--- src/rtl/pic_pkg.sv ---
package pic_pkg;
   typedef enum logic [1:0] {
      CFG_RUN  = 2'd0,
      CFG_BASE = 2'd1,
      CFG_CASC = 2'd2,
      CFG_MODE = 2'd3
   } cfg_state_t;

   localparam logic [7:0] CMD_SETUP   = 8'h11;
   localparam logic [7:0] CMD_SEL_REQ = 8'h0A;
   localparam logic [7:0] CMD_SEL_ISV = 8'h0B;
   localparam logic [7:0] CMD_END_TOP = 8'h20;
   localparam logic [4:0] CMD_END_LVL = 5'b01100;
   localparam int         MODE_AUTO_BIT = 1;
endpackage

--- src/rtl/pic_cfg.sv ---
module pic_cfg
   import pic_pkg::*;
#(
   parameter int DW = 8,
   parameter int LW = 3
) (
   input  logic          clk,
   input  logic          rst_n,
   input  logic          wr_en,
   input  logic          wr_addr,
   input  logic [DW-1:0] wr_data,
   output logic [DW-LW-1:0] base_hi,
   output logic [DW-1:0] casc_word,
   output logic          auto_end,
   output logic [DW-1:0] mask,
   output logic          sel_isv,
   output logic          run,
   output logic          setup_clr,
   output logic          end_lvl_hit,
   output logic [LW-1:0] end_lvl,
   output logic          end_top_hit
);
   cfg_state_t state;
   logic cmd_wr, dat_wr;

   assign cmd_wr      = wr_en && !wr_addr;
   assign dat_wr      = wr_en && wr_addr;
   assign run         = (state == CFG_RUN);
   assign setup_clr   = cmd_wr && (wr_data == CMD_SETUP);
   assign end_lvl_hit = cmd_wr && run && (wr_data[DW-1:LW] == CMD_END_LVL);
   assign end_lvl     = wr_data[LW-1:0];
   assign end_top_hit = cmd_wr && run && (wr_data == CMD_END_TOP);

   always_ff @(posedge clk) begin
      if (!rst_n) begin
         state     <= CFG_RUN;
         base_hi   <= '0;
         casc_word <= '0;
         auto_end  <= 1'b0;
         mask      <= '1;
         sel_isv   <= 1'b0;
      end else if (setup_clr) begin
         state   <= CFG_BASE;
         sel_isv <= 1'b0;
      end else if (cmd_wr && run) begin
         if (wr_data == CMD_SEL_REQ) sel_isv <= 1'b0;
         if (wr_data == CMD_SEL_ISV) sel_isv <= 1'b1;
      end else if (dat_wr) begin
         case (state)
            CFG_BASE: begin
               base_hi <= wr_data[DW-1:LW];
               state   <= CFG_CASC;
            end
            CFG_CASC: begin
               casc_word <= wr_data;
               state     <= CFG_MODE;
            end
            CFG_MODE: begin
               auto_end <= wr_data[MODE_AUTO_BIT];
               state    <= CFG_RUN;
            end
            default: mask <= wr_data;
         endcase
      end
   end
endmodule

--- src/rtl/pic_prio.sv ---
module pic_prio #(
   parameter int LINES = 8,
   parameter int LW    = 3
) (
   input  logic [LINES-1:0] req_i,
   input  logic [LINES-1:0] isv_i,
   output logic             grant_o,
   output logic [LW-1:0]    lvl_o,
   output logic             isv_any_o,
   output logic [LW-1:0]    isv_top_o
);
   logic req_any;

   always_comb begin
      req_any   = 1'b0;
      lvl_o     = '0;
      isv_any_o = 1'b0;
      isv_top_o = '0;
      for (int i = LINES - 1; i >= 0; i--) begin
         if (req_i[i]) begin
            req_any = 1'b1;
            lvl_o   = LW'(i);
         end
         if (isv_i[i]) begin
            isv_any_o = 1'b1;
            isv_top_o = LW'(i);
         end
      end
      grant_o = req_any && (!isv_any_o || (lvl_o < isv_top_o));
   end
endmodule

--- src/rtl/pic_core.sv ---
module pic_core #(
   parameter int LINES = 8,
   parameter int DW    = 8
) (
   input  logic             clk,
   input  logic             rst_n,
   input  logic [LINES-1:0] irq_in,
   input  logic             wr_en,
   input  logic             wr_addr,
   input  logic [DW-1:0]    wr_data,
   input  logic             rd_addr,
   output logic [DW-1:0]    rd_data,
   input  logic             inta,
   output logic             int_out,
   output logic             vec_valid,
   output logic [DW-1:0]    vec_out,
   output logic [DW-1:0]    cascade_cfg
);
   localparam int LW = $clog2(LINES);
   localparam int VW = DW - LW;

   if (LINES != 8 || DW != 8) begin : g_bad_cfg
      $error("pic_core supports LINES=8 and DW=8 only");
   end

   logic [VW-1:0]    base_hi;
   logic [DW-1:0]    mask_r;
   logic             auto_end, sel_isv, run, setup_clr;
   logic             end_lvl_hit, end_top_hit;
   logic [LW-1:0]    end_lvl;
   logic [LINES-1:0] prev_q, lat_q, irr, isr_q, isr_d;
   logic             grant, isv_any;
   logic [LW-1:0]    win_lvl, isv_top;
   logic             ack_phase, held_spur, ack_first, ack_second;
   logic [LW-1:0]    held_lvl;

   pic_cfg #(.DW(DW), .LW(LW)) u_cfg (
      .clk(clk), .rst_n(rst_n), .wr_en(wr_en), .wr_addr(wr_addr),
      .wr_data(wr_data), .base_hi(base_hi), .casc_word(cascade_cfg),
      .auto_end(auto_end), .mask(mask_r), .sel_isv(sel_isv), .run(run),
      .setup_clr(setup_clr), .end_lvl_hit(end_lvl_hit), .end_lvl(end_lvl),
      .end_top_hit(end_top_hit)
   );

   pic_prio #(.LINES(LINES), .LW(LW)) u_prio (
      .req_i(irr & ~mask_r), .isv_i(isr_q), .grant_o(grant),
      .lvl_o(win_lvl), .isv_any_o(isv_any), .isv_top_o(isv_top)
   );

   assign ack_first  = inta && !ack_phase;
   assign ack_second = inta && ack_phase;
   assign irr        = lat_q & irq_in;
   assign int_out    = grant;
   assign rd_data    = rd_addr ? mask_r : (sel_isv ? isr_q : irr);

   for (genvar g = 0; g < LINES; g++) begin : g_line
      always_ff @(posedge clk) begin
         if (!rst_n) begin
            prev_q[g] <= 1'b0;
            lat_q[g]  <= 1'b0;
         end else begin
            prev_q[g] <= irq_in[g];
            if (setup_clr || (ack_first && grant && win_lvl == LW'(g)))
               lat_q[g] <= 1'b0;
            else
               lat_q[g] <= (lat_q[g] | (irq_in[g] & ~prev_q[g])) & irq_in[g];
         end
      end
   end

   always_comb begin
      isr_d = isr_q;
      if (ack_first && grant) isr_d[win_lvl] = 1'b1;
      if (ack_second && auto_end && !held_spur) isr_d[held_lvl] = 1'b0;
      if (end_lvl_hit) isr_d[end_lvl] = 1'b0;
      if (end_top_hit && isv_any) isr_d[isv_top] = 1'b0;
      if (setup_clr) isr_d = '0;
   end

   always_ff @(posedge clk) begin
      if (!rst_n) begin
         isr_q     <= '0;
         ack_phase <= 1'b0;
         held_lvl  <= '0;
         held_spur <= 1'b0;
         vec_valid <= 1'b0;
         vec_out   <= '0;
      end else begin
         isr_q     <= isr_d;
         vec_valid <= 1'b0;
         if (ack_first) begin
            ack_phase <= 1'b1;
            held_lvl  <= grant ? win_lvl : LW'(LINES - 1);
            held_spur <= !grant;
         end else if (ack_second) begin
            ack_phase <= 1'b0;
            vec_valid <= 1'b1;
            vec_out   <= {base_hi, held_lvl};
         end
      end
   end
endmodule

--- config.mk ---
export PLATFORM = sky130hd
export DESIGN_NAME = pic_core
export DESIGN_NICKNAME = d
export VERILOG_FILES = /design/src/rtl/pic_pkg.sv /design/src/rtl/pic_cfg.sv /design/src/rtl/pic_prio.sv /design/src/rtl/pic_core.sv
export SDC_FILE = /design/constraint.sdc
export NUM_CORES = 1
export LEC_CHECK = 0
export BUFFER_PORTS_ARGS = -buffer_cell sky130_fd_sc_hd__buf_2
export CAP_MARGIN = 15
export CORE_ASPECT_RATIO = 0.75
export CORE_MARGIN = 2
export CORE_UTILIZATION = 51
export CTS_CLUSTER_DIAMETER = 50
export DETAILED_ROUTE_END_ITERATION = 12
export PLACE_DENSITY_LB_ADDON = 0.05
export SLEW_MARGIN = 15
export SYNTH_ARGS = -nofsm -noshare
export SYNTH_HDL_FRONTEND = slang
export SYNTH_SLANG_ARGS = --single-unit
export TNS_END_PERCENT = 5
--- constraint.sdc ---
create_clock -name clk -period 2.7 [get_ports clk]
set_clock_uncertainty 0.05 [all_clocks]
set_input_delay 0.54 -clock clk [delete_from_list [all_inputs] [get_ports clk]]
set_output_delay 0.54 -clock clk [all_outputs]
set_load 0.005 [all_outputs]
==> results of run 1 <==
state kept, by name, indices dropped and copies added (netlist names), 2 cells and up:
name / cells
lat_q: 8
vec_out: 8
held_lvl: 3
u_cfg.state: 2
u_cfg.mask: 8
u_cfg.casc_word: 8
u_cfg.base_hi: 5
prev_q: 8
isr_q: 8
area by class of cell:
class | count | area, µm² | share of cell area
Clock inverter | 5 | 57.6 | 0.0150
Tap cell | 78 | 97.6 | 0.0254
Clock buffer | 11 | 141 | 0.0367
Sequential cell | 63 | 1260 | 0.328
Timing Repair Buffer | 80 | 487 | 0.127
Inverter | 2 | 7.51 | 0.00195
Multi-Input combinational cell | 311 | 1790 | 0.466
per-stage QoR:
| step | area [µm²] | hold WS, ns | setup slack (ns) | std cells |
|---|---|---|---|---|
| floorplan | 3110 | 0.391 | -0.115 | 396 |
| global placement | 3570 | 0.397 | -0.403 | 530 |
| detailed placement | 3570 | 0.404 | -0.473 | 530 |
| CTS | 3840 | 0.382 | -0.398 | 550 |
| global route | 3850 | 0.400 | -0.513 | 550 |
| finish | 3850 | 0.388 | -0.404 | 550 |
worst paths after layout:
path | from | to | slack, ns | cells past startpoint
setup / recovery | u_cfg.mask[6] | int_out | -0.40 | 9
hold / removal | irq_in[7] | prev_q[7] | 0.39 | 2
setup reg to reg | u_cfg.mask[6] | isr_q[1] | 0.09 | 12
hold reg to reg | vec_out[2] | vec_out[2] | 0.41 | 2
per-layer routing:
| metal | wire, µm | GRT usage | vias up |
|---|---|---|---|
| li1 | - | - | 1536 |
| met1 | 4030 | 0.395 | 1427 |
| met2 | 3600 | 0.392 | 126 |
| met3 | 699 | 0.0631 | 20 |
| met4 | 178 | 0.0998 | 0 |
| met5 | 0 | 0 | - |
cells by family (layout without fill, tap and decap cells):
| kind of cell | count (synthesis) | in the layout | share of synthesized area |
|---|---|---|---|
| flops | 63 | 63 | 0.405 |
| compound gates | 88 | 88 | 0.183 |
| buf+inv | 22 | 98 | 0.0309 |
| simple gates | 214 | 214 | 0.350 |
| fa+ha+maj | 2 | 2 | 0.00804 |
| mux | 7 | 7 | 0.0225 |
cell usage after synthesis (3+ instances only):
library cell,count,area [µm²]
nor3_1,8,40.0
a41oi_1,3,26.3
nand3_1,24,120
a21oi_1,27,135
o211ai_1,3,22.5
nor2b_1,13,81.3
nand2_1,78,293
o21ai_0,16,80.1
and3_1,3,18.8
a31oi_1,3,18.8
o21a_1,3,22.5
nand3b_1,7,52.6
o221ai_1,3,26.3
nor3b_1,7,52.6
a211oi_1,3,22.5
dfxtp_1,63,1260
and3b_1,5,43.8
nand2b_1,9,56.3
a21boi_0,17,128
mux2i_1,7,70.1
clkbuf_1,14,52.6
nor2_1,30,113
or3_1,3,18.8
and2_1,11,68.8
nand4_1,4,25.0
buf_2,5,25.0
nand4b_1,3,26.3
critical path: stages (launching register included):
cell,delay [ns]
dfxtp_2,0.33
and3b_1,0.18
or4b_4,0.54
nor2b_4,0.16
ha_4,0.29
a21o_1,0.15
a21oi_2,0.05
a311oi_2,0.26
nor2_1,0.07
buf_2,0.13
what timing repair did:
action | in CTS | in global routing
endpoints found under the hold margin | 0 | 0
gates cloned | 0 | 0
setup endpoints to repair | 1 | 12
pin swaps | 4 | 5
buffers inserted | 4 | 0
resized for setup | 7 | 4
where the power goes:
group / switching (µW) / internal [µW]
clock: 383 / 450
combinational: 126 / 104
sequential: 26.5 / 960
==> results.yml, run 1 <==
clocking:
  root_buffer: "clkbuf_8"
  ctsHtreeMaxLevel: 3
  clkSinkCount: 63
  clock_latency_ns: 0.35
  clock_path_buffers: 2
  numCtsBuffers: 9
  cts_tree: "done"
  ctsHoldBuffers: 0
  path_clk_slew_ns: 0.07
worst_setup_path:
  critPathKind: "reg -> out"
  cp_max_fo: 4
  start_kind: "flop"
  end_kind: "output port"
  crit_arrival_ns: 2.51
  required_ns: 2.11
layout:
  final_common_cell: "nand2_1"
  final_util: 0.657
  nNetsFinal: 491
  fill_cells: 546
  layout_common_cells: "78 x nand2_1, 61 x dfxtp_1, 47 x buf_2"
  n_antenna_cell: 0
  syn2layout_area_growth_pct: 23.6
  final_layout_size_suffix_gt1_frac: 0.237
yosys:
  syn_inst: 396
  synth.avg_cell_area_um2: 7.86
  synth_seq_cells: 63
  synth_fp_nets: 420
  async_reset_ff_frac: 0
  ys.flop_type: "dfxtp_1"
  yosysSeqAreaShare: 0.405
  synth_edf_count: 0
  ys_warn_count: 0
  synth.distinct_cells: 46
  netlist_area_um2: 3110
routing:
  wl_per_cell_um: 15.5
  drc_errors: 0
  dr.pass1.iters: 5
  wl_um: 8510
  vias: 3109
  ant_nets: 0
  via_per_inst: 5.65
  drtIter0Drc: 251
pwr:
  power.total_uw: 2050
  p_per_area_nw_per_um2: 533
  power_leakage_uw: 0.00166
  peakVddDrop_mv: 0.464
floorplan:
  start_util: 0.532
  die_height_um: 71.7
  ioPinCount: 48
  die_x_um: 94.2
  core.rowCount: 24
  core_area_um2: 5860
  die_area_um2: 6750
worst_hold_path:
  min_path_type: "in -> reg"
sta:
  period_share: 1.15
  rsz0062_at_grt: "yes"
  worst_slack_ns: -0.404
  tightest_slew_ns: 0.779
  clock.fmax_mhz: 322
  setup_violations: 1
  slew-limit-headroom: 0.476
  setup_tns_ns: -0.404
  timing_hold_violations_final: 0
  slew_viol_final: 0
  min_period_ns: 3.10
global_route:
  globalRoute.totalOverflow: 0
  grt_pass1_vias: 2884
  grt_first_pass_wirelength_um: 14100
  grt_use_total: 0.271
  grt_max_degree: 47
  antenna_found_initial: 0
placed_design:
  place_congestion: 0.859
  numPortBuffers: 47
  hpwlAfterDp_um: 6120
status:
  status: "finished with violations"
  violations: "setup timing"
run:
  maxCapViolCount: 0
Note: power is estimated with default switching activity, not from simulation.
==> run 2: changes to the inputs <==
--- a/config.mk
+++ b/config.mk
@@ -5,7 +5,7 @@
 export SDC_FILE = /design/constraint.sdc
 export NUM_CORES = 1
 export LEC_CHECK = 0
-export BUFFER_PORTS_ARGS = -buffer_cell sky130_fd_sc_hd__buf_2
+export BUFFER_PORTS_ARGS = -buffer_cell sky130_fd_sc_hd__clkbuf_2
 export CAP_MARGIN = 15
 export CORE_ASPECT_RATIO = 0.75
 export CORE_MARGIN = 2
==> results.yml, run 2 (synthesis gave the netlist of run 1 again) <==
sta:
  rsz0062_at_grt: "yes"
  slew-limit-headroom: 0.494
  worst_slack_ns: -0.339
  tightest_slew_ns: 0.754
  min_period_ns: 3.04
  whs_ns: 0.404
  clock.fmax_mhz: 329
  slew_viol_final: 0
  setup_violations: 10
  timing_hold_violations_final: 0
  period_share: 1.13
routing:
  ant_nets: 0
  top_layer: "met4"
  wl_um: 8190
  wl_met1_um: 3960
  routed-wl-met3_um: 655
  wl_per_cell_um: 14.9
  drtIter0Drc: 263
  drc_errors: 0
  vias: 3064
  dr.pass1.iters: 5
  via_per_inst: 5.58
  routed-wl-met2_um: 3490
clocking:
  clock_path_buffers: 2
  path_clk_slew_ns: 0.07
  clkSinkCount: 63
  numCtsBuffers: 9
  root_buffer: "clkbuf_8"
  clock_latency_ns: 0.34
  cts_tree: "done"
  ctsHoldBuffers: 0
  ctsHtreeMaxLevel: 3
floorplan:
  core_area_um2: 5860
  die_x_um: 94.2
  die_area_um2: 6750
  die_height_um: 71.7
  core.rowCount: 24
  start_util: 0.532
  ioPinCount: 48
placed_design:
  numPortBuffers: 47
  dp.cells: 529
  hpwlAfterDp_um: 5980
  place_congestion: 0.854
worst_hold_path:
  holdPathStages: 2
  min_path_type: "in -> reg"
  worstHoldEndpoint: "prev_q[7]"
  holdCritStartpoint: "irq_in[7]"
layout:
  n_antenna_cell: 0
  final_common_cell: "nand2_1"
  final_util: 0.662
  final_layout_size_suffix_gt1_frac: 0.238
  layout_common_cells: "78 x nand2_1, 60 x dfxtp_1, 47 x clkbuf_2"
  nNetsFinal: 490
  syn2layout_area_growth_pct: 24.6
  fin_cells: 549
global_route:
  grt_max_degree: 47
  globalRoute.totalOverflow: 0
  antenna_found_initial: 0
  grt_use_total: 0.262
  grt_pass1_vias: 2809
  grt_first_pass_wirelength_um: 13600
worst_setup_path:
  cp_max_fo: 4
  end_kind: "output port"
  crit_arrival_ns: 2.45
  critPathKind: "reg -> out"
  r2r_cells: 11
  required_ns: 2.11
  start_kind: "flop"
  timing.rr.start: "u_cfg.mask[4]"
  r2r_setup_slack_ns: -0.12
  worstReg2RegEnd: "lat_q[4]"
pwr:
  p_per_area_nw_per_um2: 565
  power_leakage_uw: 0.00168
  p_int_uw: 1680
  clkPwrFrac: 0.445
  seqPwrFrac: 0.450
  p_switching_uw: 513
  p_sw_frac: 0.234
  combPwrFrac: 0.105
  peakVddDrop_mv: 0.402
status:
  violations: "setup timing"
  status: "finished with violations"
run:
  maxCapViolCount: 0
## run 2: how the worst max path moves through the flow
stage,start,end
finish,u_cfg.mask[4],int_out
detailed placement,irq_in[6],int_out
global placement,irq_in[6],int_out
CTS,u_cfg.mask[4],int_out
global route,u_cfg.mask[4],int_out
floorplan,irq_in[4],int_out
## run 2: stage by stage
step	setup TNS, ns	worst slack, ns	cell area, µm²	power (µW)
after floorplan	-0.281	-0.115	3110	1120
after CTS	-0.395	-0.395	3860	2200
after detailed placement	-4.34	-0.458	3570	1220
after global placement	-3.05	-0.388	3570	1220
after global routing	-1.77	-0.424	3880	2280
final	-0.984	-0.339	3880	2190
## run 2: critical path: stages, from the launching register on
cell	delay (ns)
dfxtp_2	0.35
and3b_2	0.22
or4b_4	0.52
nor2b_4	0.16
ha_4	0.29
a21o_1	0.14
a21oi_2	0.04
a311oi_2	0.21
nor2_1	0.07
clkbuf_2	0.11
## run 2: metal layers
metal,GRT usage,vias to the layer above
met1,0.388,1402
met3,0.0620,6
li1,-,1539
met2,0.385,117
met5,0,-
met4,0.0692,0
## run 2: area by class of cell
class / instances / area [µm²]
Timing Repair Buffer: 79 / 475
Multi-Input combinational cell: 311 / 1800
Clock buffer: 10 / 128
Sequential cell: 63 / 1260
Fill cell: 531 / 1980
Clock inverter: 6 / 109
Inverter: 2 / 7.51
Tap cell: 78 / 97.6
## run 2: timing repair
item,4_1_cts,5_1_grt
pin swaps,5,6
buffers inserted,3,1
gates resized for setup,9,2
setup endpoints to repair,1,9
## run 2: power by group through the flow
stage / combinational, µW / clock, µW / sequential [µW]
6_report: 230 / 974 / 987
5_1_grt: 257 / 1030 / 990
4_1_cts: 226 / 993 / 986
3_5_place_dp: 215 / 0 / 1010
3_3_place_gp: 212 / 0 / 1010
2_1_floorplan: 126 / 0 / 997
